## src/rtl/irq_flag_pkg.sv

```systemverilog
package irq_flag_pkg;
   // external register fields
   localparam int unsigned EXT_FLAG_BIT = 7;
   localparam int unsigned EXT_CLR_BIT  = 1;
   // timer status/control register fields
   localparam int unsigned TMR_OVF_FLAG = 7;
   localparam int unsigned TMR_RTI_FLAG = 6;
   localparam int unsigned TMR_OVF_EN   = 5;
   localparam int unsigned TMR_RTI_EN   = 4;
   localparam int unsigned TMR_OVF_CLR  = 3;
   localparam int unsigned TMR_RTI_CLR  = 2;
   localparam int unsigned REG_W        = 8;
endpackage

```

## src/rtl/irq_edge_sync.sv

```systemverilog
module irq_edge_sync #(
   parameter int unsigned WIDTH  = 5,
   parameter int unsigned STAGES = 2
) (
   input  logic             clk,
   input  logic             rst_n,
   input  logic [WIDTH-1:0] pin,
   output logic [WIDTH-1:0] fall
);
   // stage 0..STAGES-1 synchronize, stage STAGES holds the previous value
   logic [WIDTH-1:0] stg [STAGES+1];

   always_ff @(posedge clk or negedge rst_n) begin
      if (!rst_n) stg[0] <= '1;
      else        stg[0] <= pin;
   end

   for (genvar i = 1; i <= STAGES; i++) begin : g_stage
      always_ff @(posedge clk or negedge rst_n) begin
         if (!rst_n) stg[i] <= '1;
         else        stg[i] <= stg[i-1];
      end
   end

   assign fall = stg[STAGES] & ~stg[STAGES-1];
endmodule

```

## src/rtl/irq_flag_bit.sv

```systemverilog
module irq_flag_bit (
   input  logic clk,
   input  logic rst_n,
   input  logic set,
   input  logic clr,
   output logic q
);
   always_ff @(posedge clk or negedge rst_n) begin
      if (!rst_n)   q <= 1'b0;
      else if (set) q <= 1'b1;   // set has priority over clear
      else if (clr) q <= 1'b0;
   end
endmodule

```

## src/rtl/irq_flag_ctrl.sv

```systemverilog
module irq_flag_ctrl
   import irq_flag_pkg::*;
#(
   parameter int unsigned N_PORT      = 4,
   parameter int unsigned SYNC_STAGES = 2,
   parameter int unsigned ADDR_W      = 8,
   parameter int unsigned TMR_ADDR    = 8'h08,
   parameter int unsigned EXT_ADDR    = 8'h0A
) (
   input  logic              clk,
   input  logic              rst_n,
   input  logic              cfg_port_irq_en,
   input  logic              irq_pin,
   input  logic [N_PORT-1:0] port_pin,
   input  logic              tmr_ovf_pulse,
   input  logic              tmr_rti_pulse,
   input  logic              cpu_imask,
   input  logic              vec_ack,
   input  logic              wr_en,
   input  logic [ADDR_W-1:0] addr,
   input  logic [REG_W-1:0]  wdata,
   output logic [REG_W-1:0]  rdata,
   output logic              irq_ext_req,
   output logic              irq_tmr_req
);
   localparam int unsigned N_SRC = N_PORT + 1;

   // elaboration-time parameter checks
   if (N_PORT < 1)                 begin : g_bad_port  $error("N_PORT must be at least 1");        end
   if (SYNC_STAGES < 2)            begin : g_bad_sync  $error("SYNC_STAGES must be at least 2");   end
   if (TMR_ADDR == EXT_ADDR)       begin : g_bad_addr  $error("register addresses must differ");   end
   if (TMR_ADDR >= (1 << ADDR_W) || EXT_ADDR >= (1 << ADDR_W))
                                   begin : g_bad_range $error("address exceeds ADDR_W");           end

   logic [N_SRC-1:0] src_fall;
   logic             port_hit;
   logic             ext_set, ext_clr, ext_q;
   logic             ovf_clr, rti_clr, ovf_q, rti_q;
   logic             ovf_en_q, rti_en_q;
   logic             wr_ext, wr_tmr;
   logic             unused_wdata;

   irq_edge_sync #(.WIDTH(N_SRC), .STAGES(SYNC_STAGES)) u_sync (
      .clk   (clk),
      .rst_n (rst_n),
      .pin   ({port_pin, irq_pin}),
      .fall  (src_fall)
   );

   assign port_hit = cfg_port_irq_en & (|src_fall[N_SRC-1:1]);
   assign ext_set  = src_fall[0] | port_hit;

   assign wr_ext  = wr_en && (addr == ADDR_W'(EXT_ADDR));
   assign wr_tmr  = wr_en && (addr == ADDR_W'(TMR_ADDR));
   assign ext_clr = vec_ack | (wr_ext & wdata[EXT_CLR_BIT]);
   assign ovf_clr = wr_tmr & wdata[TMR_OVF_CLR];
   assign rti_clr = wr_tmr & wdata[TMR_RTI_CLR];
   assign unused_wdata = ^wdata;

   irq_flag_bit u_ext (.clk(clk), .rst_n(rst_n), .set(ext_set),       .clr(ext_clr), .q(ext_q));
   irq_flag_bit u_ovf (.clk(clk), .rst_n(rst_n), .set(tmr_ovf_pulse), .clr(ovf_clr), .q(ovf_q));
   irq_flag_bit u_rti (.clk(clk), .rst_n(rst_n), .set(tmr_rti_pulse), .clr(rti_clr), .q(rti_q));

   always_ff @(posedge clk or negedge rst_n) begin
      if (!rst_n) begin
         ovf_en_q <= 1'b0;
         rti_en_q <= 1'b0;
      end else if (wr_tmr) begin
         ovf_en_q <= wdata[TMR_OVF_EN];
         rti_en_q <= wdata[TMR_RTI_EN];
      end
   end

   always_comb begin
      rdata = '0;
      if (addr == ADDR_W'(EXT_ADDR)) begin
         rdata[EXT_FLAG_BIT] = ext_q;
      end else if (addr == ADDR_W'(TMR_ADDR)) begin
         rdata[TMR_OVF_FLAG] = ovf_q;
         rdata[TMR_RTI_FLAG] = rti_q;
         rdata[TMR_OVF_EN]   = ovf_en_q;
         rdata[TMR_RTI_EN]   = rti_en_q;
      end
   end

   assign irq_ext_req = ext_q & ~cpu_imask;
   assign irq_tmr_req = ((ovf_q & ovf_en_q) | (rti_q & rti_en_q)) & ~cpu_imask;
endmodule

```

## config.mk

```make
export PLATFORM = sky130hd
export DESIGN_NAME = irq_flag_ctrl
export DESIGN_NICKNAME = d
export VERILOG_FILES = /design/src/rtl/irq_flag_pkg.sv /design/src/rtl/irq_edge_sync.sv /design/src/rtl/irq_flag_bit.sv /design/src/rtl/irq_flag_ctrl.sv
export SDC_FILE = /design/constraint.sdc
export NUM_CORES = 1
export LEC_CHECK = 0
export BUFFER_PORTS_ARGS = -buffer_cell sky130_fd_sc_hd__buf_2
export CAP_MARGIN = 20
export CORE_MARGIN = 2
export CORE_UTILIZATION = 46
export DETAILED_ROUTE_END_ITERATION = 10
export HOLD_SLACK_MARGIN = 0.15
export PLACE_DENSITY = 0.91
export SLEW_MARGIN = 0
export SYNTH_ARGS = -nofsm -noshare
export SYNTH_HDL_FRONTEND = slang
export SYNTH_SLANG_ARGS = --single-unit
```

## constraint.sdc

```tcl
create_clock -name clk -period 2.1 [get_ports clk]
set_input_delay 0.315 -clock clk [delete_from_list [all_inputs] [get_ports clk]]
set_output_delay 0.315 -clock clk [all_outputs]
set_load 0.005 [all_outputs]
```

==> results.json <==
{
  "clockBufferDepth": 2,
  "drive_gt1_share_pct": 56.38,
  "synth_cells": 54,
  "die_w_um": 45.36,
  "area_delta_synth_final_pct": 32.11,
  "synth_area_um2": 787.0,
  "place_congestion": 0.6547,
  "cp-start-kind": "input port",
  "cp.required_ps": 1780,
  "async_flop_share_pct": 100.0,
  "syn_area_per_cell_um2": 14.57,
  "timing.hold.ws_ps": 187.3,
  "min_to": "u_ovf.q",
  "arrival_ps": 1340,
  "synth_edf_count": 0,
  "p_per_area_nw_per_um2": 679.4,
  "wl_per_cell_um": 12.67,
  "reg2regPathDepth": 3,
  "rsz0062_at_grt": "no",
  "fin_crit_ps": 1654,
  "fillers": 111,
  "insertion_delay_ps": 300,
  "worstSetupEndpointType": "output pin",
  "io_pins": 39,
  "finalMaxSlewViolations": 0,
  "status": "complete, no violations",
  "grt_pass1_vias": 576,
  "overflow": 0,
  "r2r_end": "u_ext.q",
  "power_w": 0.0007065,
  "hold_violations": 0,
  "reg2reg_from": "u_sync.stg[9]",
  "maxCapViolations": 0,
  "synth_seq_cells": 20,
  "rows": 14,
  "start_util_pct": 50.48,
  "drc_errors": 0,
  "path_class": "input port to output pin",
  "cts_htree_levels": 1,
  "place_area_um2": 943.4,
  "fin_crit_sh_pct": 78.75,
  "cts_tree": "yes",
  "critPathMaxFanout": 2,
  "fmax_mhz": 604.7,
  "dieArea_um2": 2058,
  "final_nets": 124,
  "yosysMostFrequentCell": "dfstp_2",
  "cts.sinks": 20,
  "core_area_um2": 1559,
  "wl_mm": 1.394,
  "vias_per_cell": 5.064,
  "whs_path_depth": 2,
  "cts.clk_slew.worst_paths_ps": 100,
  "drt_iter0_markers": 13,
  "finalSetupViolations": 0,
  "ys.flop_type": "dfstp_2",
  "netlist.area_leader.share_pct": 50.08,
  "dr.pass1.iters": 4,
  "yosys-top-cells-area": "dfstp_2 (50%), dfrtp_1 (16%), nor2b_1 (4.0%), buf_4 (3.8%), nor4b_4 (3.0%)",
  "yosysUniqueCellTypes": 22,
  "worstHoldStart": "tmr_ovf_pulse",
  "via_count": 557,
  "grt_first_pass_wirelength_mm": 2.263,
  "leakage_nw": 0.4860,
  "numPortBuffers": 31,
  "post-cts-setup-buffers": 0,
  "fin_setup_tns_ps": 0,
  "ant_nets": 0,
  "ctsRootBufferMaster": "clkbuf_4",
  "ys_top_cells_by_count": "dfstp_2 (15), dfrtp_1 (5), nor2b_1 (5)",
  "worstHoldPathType": "input port to flop",
  "n_antenna_cell": 0,
  "dp_hpwl_mm": 1.096,
  "reg2reg_slack_ps": 900,
  "synth-warning-count": 0,
  "skew_ps": 2.578,
  "antenna_found_initial": 0,
  "gr-usage-all-layers_pct": 16.26,
  "grt_max_degree": 21,
  "cts_buffers": 3,
  "yosysTopAreaCell": "dfstp_2",
  "seq_area_frac_synth_pct": 65.98,
  "fp.dieH_um": 45.36,
  "irDropWorstVdd_v": 0.0005072,
  "final_area_um2": 1040
}
placed cells by master (no fill, tap or decap), types with 2 or more instances in the layout:
cell           count
nor2b_1            5
dfrtp_1            5
conb_1             4
nand3_1            2
nor2_1             2
dlygate4sd3_1      6
dfstp_2           15
mux2_1             2
and3_1             3
buf_2             31
nand4_1            2
a21o_1             2
clkbuf_4           3
power breakdown:
part           switching [W]  internal (W)
Combinational      0.0000307     0.0000373
Sequential        0.00000811      0.000415
Clock               0.000109      0.000106
Total               0.000148      0.000558
kinds of logic after synthesis:
group,Yosys count,share of synthesized area [%]
flip-flops,20,65.98
AND/OR/NAND/NOR,20,20.03
AO/OA/AOI/OAI,6,6.360
buffers and inverters,5,4.292
multiplexers,2,2.861
other,1,0.4765
through the flow:
step | worst slack [ps] | instances | util, %
final | 446.3 | 110 | 66.69
after global routing | 422.5 | 110 | 66.69
after CTS | 438.5 | 110 | 66.69
after detailed placement | 439.7 | 100 | 60.51
after global placement | 479.6 | 100 | 60.51
after floorplan | 714.2 | 57 | -
repair_timing:
| action | 4_1_cts | 5_1_grt |
|---|---|---|
| gates resized for setup | 0 | 0 |
| hold buffers | 6 | 0 |
| setup endpoints to repair | 0 | 0 |
| endpoints found under the hold margin | 10 | 0 |
critical path: stages:
cell and delay, ps:
buf_2 120, or4_4 530, nor2_1 120, a32o_1 130, buf_2 110
flip-flops by register name, summed over array words and instances, names as in the netlist:
name	count
ovf_en_q	1
u_sync.stg	15
u_ovf.q	1
u_ext.q	1
rti_en_q	1
u_rti.q	1
layout make-up:
cell class | instances | area, um2 | area share [%]
clock buffer | 4 | 36.28 | 3.490
multi-input combinational | 32 | 245.2 | 23.59
inverter | 1 | 3.754 | 0.3610
timing repair buffer | 37 | 215.2 | 20.70
sequential | 20 | 519.2 | 49.94
tap | 16 | 20.02 | 1.925
how the worst max path moves through the flow:
stage / from / to
floorplan: addr[5] / rdata[7]
global placement: addr[5] / rdata[7]
detailed placement: addr[5] / rdata[7]
CTS: addr[5] / rdata[7]
global route: addr[5] / rdata[7]
finish: addr[5] / rdata[7]
metal layers:
layer	up-vias	GRT usage (%)	wire length, um
li1	267	-	-
met1	270	17.55	528
met2	18	26.29	797
met3	2	4.000	57
met4	0	14.12	10
met5	-	0	0
Note: power is estimated with default switching activity, not from simulation.
